## config.mk

```make
export PLATFORM = sky130hd
export DESIGN_NAME = tim_lock_ctl
export DESIGN_NICKNAME = d
export VERILOG_FILES = /design/src/rtl/tim_lock_ctl.sv
export SDC_FILE = /design/constraint.sdc
export NUM_CORES = 1
export LEC_CHECK = 0
export BUFFER_PORTS_ARGS = -buffer_cell sky130_fd_sc_hd__buf_2
export CORE_MARGIN = 3
export CORE_UTILIZATION = 50
export CTS_CLUSTER_DIAMETER = 60
export DETAILED_ROUTE_END_ITERATION = 16
export PLACE_DENSITY = 0.86
export REMOVE_ABC_BUFFERS = 1
export SYNTH_ARGS = -nofsm -noshare
export SYNTH_HDL_FRONTEND = slang
export SYNTH_SLANG_ARGS = --single-unit
export TNS_END_PERCENT = 50
```

## constraint.sdc

```tcl
create_clock -name clk -period 3.3 [get_ports clk]
set_input_delay 0 -clock clk [delete_from_list [all_inputs] [get_ports clk]]
set_output_delay 0 -clock clk [all_outputs]
set_load 0.05 [all_outputs]
```

## src/rtl/tim_lock_ctl.sv

```systemverilog
module tim_lock_ctl #(
  parameter int NCH = 2
) (
  input  logic             clk,
  input  logic             rst_n,
  input  logic             wr_en,
  input  logic [1:0]       wr_addr,
  input  logic [15:0]      wr_data,
  input  logic [1:0]       wr_be,
  output logic [1:0]       lock_level,
  output logic             lock_frozen,
  output logic [7:0]       dead_time,
  output logic             brk_en,
  output logic             brk_pol,
  output logic             auto_oe,
  output logic             off_run,
  output logic             off_idle,
  output logic [2*NCH-1:0] idle_lvl,
  output logic [2*NCH-1:0] out_pol,
  output logic [2*NCH-1:0] ch_sel,
  output logic [3*NCH-1:0] oc_mode,
  output logic [NCH-1:0]   oc_preload,
  output logic             we_dtime,
  output logic             we_brk,
  output logic             we_idle,
  output logic             we_offsel,
  output logic [NCH-1:0]   we_pol,
  output logic [NCH-1:0]   we_occtl
);
  localparam logic [1:0] A_BRK = 2'd0, A_IDLE = 2'd1, A_POL = 2'd2, A_MODE = 2'd3;
  localparam int IW = 2 * NCH;

  logic lv1, lv2, lv3;
  logic [NCH-1:0] ch_out;
  logic wb_lo, wb_hi, wi_lo, wp_lo;

  assign lv1 = |lock_level;
  assign lv2 = lock_level[1];
  assign lv3 = &lock_level;

  assign we_dtime  = !lv1;
  assign we_brk    = !lv1;
  assign we_idle   = !lv1;
  assign we_offsel = !lv2;

  for (genvar c = 0; c < NCH; c++) begin : g_ch
    assign ch_out[c]   = (ch_sel[2*c +: 2] == 2'b00);
    assign we_pol[c]   = !(lv2 && ch_out[c]);
    assign we_occtl[c] = !(lv3 && ch_out[c]);
  end

  assign wb_lo = wr_en && wr_addr == A_BRK  && wr_be[0];
  assign wb_hi = wr_en && wr_addr == A_BRK  && wr_be[1];
  assign wi_lo = wr_en && wr_addr == A_IDLE && wr_be[0];
  assign wp_lo = wr_en && wr_addr == A_POL  && wr_be[0];

  always_ff @(posedge clk or negedge rst_n) begin
    if (!rst_n) begin
      lock_level  <= '0;
      lock_frozen <= 1'b0;
      dead_time   <= '0;
      {off_idle, off_run, auto_oe, brk_pol, brk_en} <= '0;
      idle_lvl    <= '0;
    end else begin
      if (wb_lo && we_dtime) dead_time <= wr_data[7:0];
      if (wb_hi) begin
        if (we_brk) {auto_oe, brk_pol, brk_en} <= wr_data[10:8];
        if (we_offsel) {off_idle, off_run} <= wr_data[12:11];
        if (!lock_frozen) begin
          lock_level  <= wr_data[14:13];
          lock_frozen <= 1'b1;
        end
      end
      if (wi_lo && we_idle) idle_lvl <= wr_data[IW-1:0];
    end
  end

  always_ff @(posedge clk or negedge rst_n) begin
    if (!rst_n) begin
      out_pol    <= '0;
      ch_sel     <= '0;
      oc_mode    <= '0;
      oc_preload <= '0;
    end else begin
      for (int c = 0; c < NCH; c++) begin
        if (wp_lo && we_pol[c]) out_pol[2*c +: 2] <= wr_data[2*c +: 2];
        if (wr_en && wr_addr == A_MODE && wr_be[c]) begin
          ch_sel[2*c +: 2] <= wr_data[8*c +: 2];
          if (we_occtl[c]) begin
            oc_preload[c]     <= wr_data[8*c+2];
            oc_mode[3*c +: 3] <= wr_data[8*c+3 +: 3];
          end
        end
      end
    end
  end

  a_r1_frozen_sticky: assert property (@(posedge clk) disable iff (!rst_n)
    lock_frozen |=> lock_frozen);
  a_r1_level_fixed: assert property (@(posedge clk) disable iff (!rst_n)
    lock_frozen |=> $stable(lock_level));
  a_r3_dtime_hold: assert property (@(posedge clk) disable iff (!rst_n)
    (lock_level != 2'b00) |=> $stable(dead_time));
  a_r4_brk_hold: assert property (@(posedge clk) disable iff (!rst_n)
    (lock_level != 2'b00) |=> $stable({brk_en, brk_pol, auto_oe, idle_lvl}));
  a_r5_off_hold: assert property (@(posedge clk) disable iff (!rst_n)
    lock_level[1] |=> $stable({off_run, off_idle}));

  for (genvar c = 0; c < NCH; c++) begin : g_chk
    a_r6_pol_hold: assert property (@(posedge clk) disable iff (!rst_n)
      (lock_level[1] && ch_sel[2*c +: 2] == 2'b00) |=> $stable(out_pol[2*c +: 2]));
    a_r7_occtl_hold: assert property (@(posedge clk) disable iff (!rst_n)
      (lock_level == 2'b11 && ch_sel[2*c +: 2] == 2'b00)
        |=> $stable({oc_mode[3*c +: 3], oc_preload[c]}));
  end
endmodule

```

; ---- After elaboration in Yosys (flattened, before gate mapping)
; Index checks and enable logic that the tools add are counted.
[totals]
ff_bits = 36
latch_bits = 0
ramBits = 0
romBits = 0
input_bits = 23
output_inout_bits = 44
n_memories = 0
[op_classes]
n_addsub = 0
mul = 0
n_div = 0
order_cmp = 0
n_eq_ne = 3
shifts = 0
muxes = 0
n_bitwise = 5
reduce_logical = 34
[op_table]
columns = operator, n
row1 = logical AND 1 bit, 18
row2 = AND reduction 2 bit, 6
row3 = zero test 1 bit, 6
row4 = zero test 2 bit, 3
row5 = NOT 1 bit, 5
row6 = "== test 2 bit, second input constant", 2
row7 = "== test 2 x 1 -> 1 bit, second input constant", 1
row8 = OR reduction 2 bit, 1

; ---- Depth between registers and ports, before layout
[depth]
depth_word = 4
mapped_depth = 5
mapped_depth_nobuf = 3

; ---- Worst setup path before layout
; No wires, ideal clock.
[synth_timing]
kind = reg-to-output
from = register lock_level[1]
to = output port we_dtime
arrival_time_ps = 1956
path_slack_ps = 1344
stages_incl_launch_ff = 4
cell_sequence = dfrtp_1 buf_2 nor2_1 buf_4
[synth_via]
elab_chain_len = 2
[synth_lines]
columns = element, line
row1 = from (decl), 10  ; output logic [1:0] lock_level,
row2 = from (signal assigned), 70  ; lock_level <= wr_data[14:13];
row3 = OR reduction 2 bit, 37  ; assign lv1 = |lock_level;
row4 = zero test 1 bit, -
row5 = to (decl), 23  ; output logic we_dtime,
; Every way passes these cells.

; ---- Worst setup path after layout
[layout_timing]
from = register lock_level[1]
to = register idle_lvl[1]
[layout_via]
elab_chain_len = 3
[layout_lines]
columns = element, line
row1 = OR reduction 2 bit, 37
row2 = zero test 1 bit, 43  ; assign we_idle = !lv1;
row3 = logical AND 1 bit, 74  ; if (wi_lo && we_idle) idle_lvl <= wr_data[IW-1:0];
row4 = to (signal assigned), 74
row5 = to (decl), 18  ; output logic [2*NCH-1:0] idle_lvl,
; Every way passes these cells.
; A chain may end at the register's enable or synchronous reset.

==> run metrics <==
result of the run=completed; largest vdd supply drop=0.0004769 V; worst hold start=wr_en; Hold Path Cell Cnt=3; highest-delay cell along the critical path=dfrtp_1; number of synthesis warnings=0; power per standard cell area=880.9 nW/um2; RSZ-0062 raised after global routing=no; H-tree levels=2; CP Data Arrival Time=1.95 ns; register bit count reported by yosys=36; count of instances resized after the clock tree is built=0; drt total wl=3260 um; Required @ worst endpoint=3.52 ns; x dimension of the die=61.23 um; FF-to-FF Start=lock_level[1]; number of hold buffers added after cts=17; cell taking the most area after synthesis=dfrtp_1; Worst Setup Start Kind=flip-flop; maximum achievable frequency=577.3 MHz; largest stage delay on the critical path=0.58 ns; die extent in y=61.23 um; number of endpoints with negative hold slack in the final report=0; Synth Flop Type=dfrtp_1; number of enable flip-flop cells after synthesis=0; worst-skew pair later-pin latency=0.34 ns; port buffer count=65; number of antenna repair diodes=0; synthesized instance count=99; top-area cell type share of the netlist area=59.06%; Netlist cell types=21; count of filler cells inserted in the layout=177; cell class contributing the biggest share of worst-path delay=simple AND/OR/NAND/NOR gates; vias after detailed routing=1120; Iteration-0 DRC Markers=59; final total power=0.001840 W; Final Net Count=206; final worst-path cycle share=52.50%; maximum number of pins on one net before global-route repair=37; Async S/R FF share, synth=100.0%; Global Route Usage Sum=19.81%; max-cap viol count=0; Initial Utilization=53.91%; clock tree root driver cell=clkbuf_4; sum of negative setup slack=0 ns; via count of the first global-routing pass=1114; number of pins exceeding their max-slew limit in the final report=0; Area after DPL=1853 um2; Worst Clk Skew=0.009137 ns; crit end category=flip-flop; DR vias/cell=5.234; antenna-violating nets left=0; DRC violation count after routing=0; Hold/Removal Path Class=in -> reg; biggest fanout along the worst timing path=15; number of standard-cell rows in the floorplan=19; register-to-register setup slack=1.57 ns; CTS Buffer Depth=2; Worst slew margin=48.84%; count of endpoints failing setup in the final report=0; number of cell instances on the worst register-to-register path=3; buffers inserted during post-CTS setup optimization=0; CTS sink count=36; leakage power summed over all cells=1.016 nW; ports placed on the boundary=67; dominant cells by area after synthesis=dfrtp_1, mux2_2, mux2_1; worst slack on hold paths=0.008929 ns; TritonCTS clock tree=done; Final Util=73.82%; Synth Cell Area=1525 um2; sequential cell area fraction in the yosys report=59.06%; final global-route overflow total=0; Hold Crit Endpoint=lock_frozen; wire length of the first global-routing pass=5188 um; syn avg cell area=15.41 um2; final instance area=2088 um2; die footprint=3749 um2; Critical Setup Path Class=reg -> reg; CP bufs+invs=0; CP Cell Sequence=nor4b_4 > and3_1 > mux2_1; number of buffers created by CTS=5; number of iterations in the first detailed-routing pass=4; pin slew with the least headroom to its limit=0.7674 ns; minimum period implied by the final worst setup slack=1.732 ns; fraction of final layout cells sized beyond drive strength 1=59.56%; total core area=2829 um2; reg-to-reg critical path endpoint=idle_lvl[1]; routed wirelength normalized by instance count=15.23 um; Routability Congestion=0.7116; initial antenna violation count=0; Clk pin slew, worst setup/hold paths=0.10 ns; final HPWL from detailed placement=2415 um; synth-to-layout area growth=36.92%
[worst max path at each step]
stage                        from     endpoint  slack, ns  cells past startpoint
floorplan           lock_level[1]       we_brk       0.61                      1
global placement    lock_level[1]  idle_lvl[0]       1.63                      3
detailed placement  lock_level[1]  idle_lvl[1]       1.58                      3
CTS                 lock_level[1]  idle_lvl[1]       1.56                      3
global route        lock_level[1]  idle_lvl[1]       1.45                      3
finish              lock_level[1]  idle_lvl[1]       1.57                      3
[metrics by stage]
| step | instances | setup slack, ns |
|---|---|---|
| after global routing | 214 | 1.449 |
| final | 214 | 1.568 |
| after detailed placement | 190 | 1.583 |
| after CTS | 214 | 1.563 |
| after floorplan | 94 | 0.6062 |
| after global placement | 190 | 1.631 |
[layer usage]
| layer | vias up | global-route usage [%] | share of wire, % |
|---|---|---|---|
| met5 | - | 0 | 0 |
| met4 | 0 | 7.740 | 1.7 |
| met3 | 5 | 7.338 | 5.1 |
| met2 | 25 | 32.78 | 53 |
| met1 | 563 | 23.46 | 40 |
| li1 | 527 | - | - |
[registers in the layout (all words and copies together), names as in the netlist]
name / cells
dead_time: 8
off_run: 1
auto_oe: 1
brk_en: 1
brk_pol: 1
ch_sel: 4
idle_lvl: 4
lock_level: 2
lock_frozen: 1
oc_mode: 6
off_idle: 1
oc_preload: 2
out_pol: 4
[power by group]
group	leakage (nW)	internal, W	total (W)	switching, W
Sequential	0.432	0.000570	0.000656	0.0000863
Combinational	0.547	0.000236	0.000925	0.000689
Clock	0.0374	0.000121	0.000259	0.000138
[synthesized netlist by cell type (all sizes together) (2+ instances only)]
cell type,number
dfrtp,36
a21oi,2
nand4,2
buf,5
nor2,5
a31oi,2
nand3,2
nand2,2
mux2,35
[kinds of logic (layout without fill, tap and decap cells)]
logic type             after synthesis  in the layout  share of synthesized area (%)
muxes                               35             35                          26.58
buffers and inverters                6             90                          2.625
AOI/OAI and AO/OA                    4              4                          2.297
DFF                                 36             36                          59.06
and+or+nand+nor                     18             18                          9.435
[final cells by class]
| class | instances | area, um2 | share of cell area [%] |
|---|---|---|---|
| Clock buffer | 7 | 65.06 | 3.116 |
| Inverter | 1 | 3.754 | 0.1797 |
| Multi-Input combinational cell | 57 | 584.3 | 27.98 |
| Sequential cell | 36 | 900.9 | 43.14 |
| Tap cell | 31 | 38.79 | 1.857 |
| Timing Repair Buffer | 82 | 495.5 | 23.73 |
[placed cells by master (no fill, tap or decap), types with 2 or more instances in the layout]
cell | synthesis | final
a21oi_1 | 2 | 2
nand3_1 | 2 | 2
nand4_1 | 2 | 2
mux2_4 | 3 | 3
dfrtp_1 | 36 | 36
mux2_1 | 4 | 4
nand2_1 | 2 | 2
a31oi_2 | 2 | 2
mux2_2 | 28 | 28
nor2_1 | 5 | 5
buf_2 | 2 | 65
dlygate4sd3_1 | 0 | 17
clkbuf_8 | 0 | 2
clkbuf_4 | 0 | 5
[worst min-delay path, delay by kind of cell]
family,cells,cell delay [ns]
buffers and inverters,1,0.14
and+or+nand+nor,2,0.17
No activity file was read; power rests on OpenSTA's default activity.
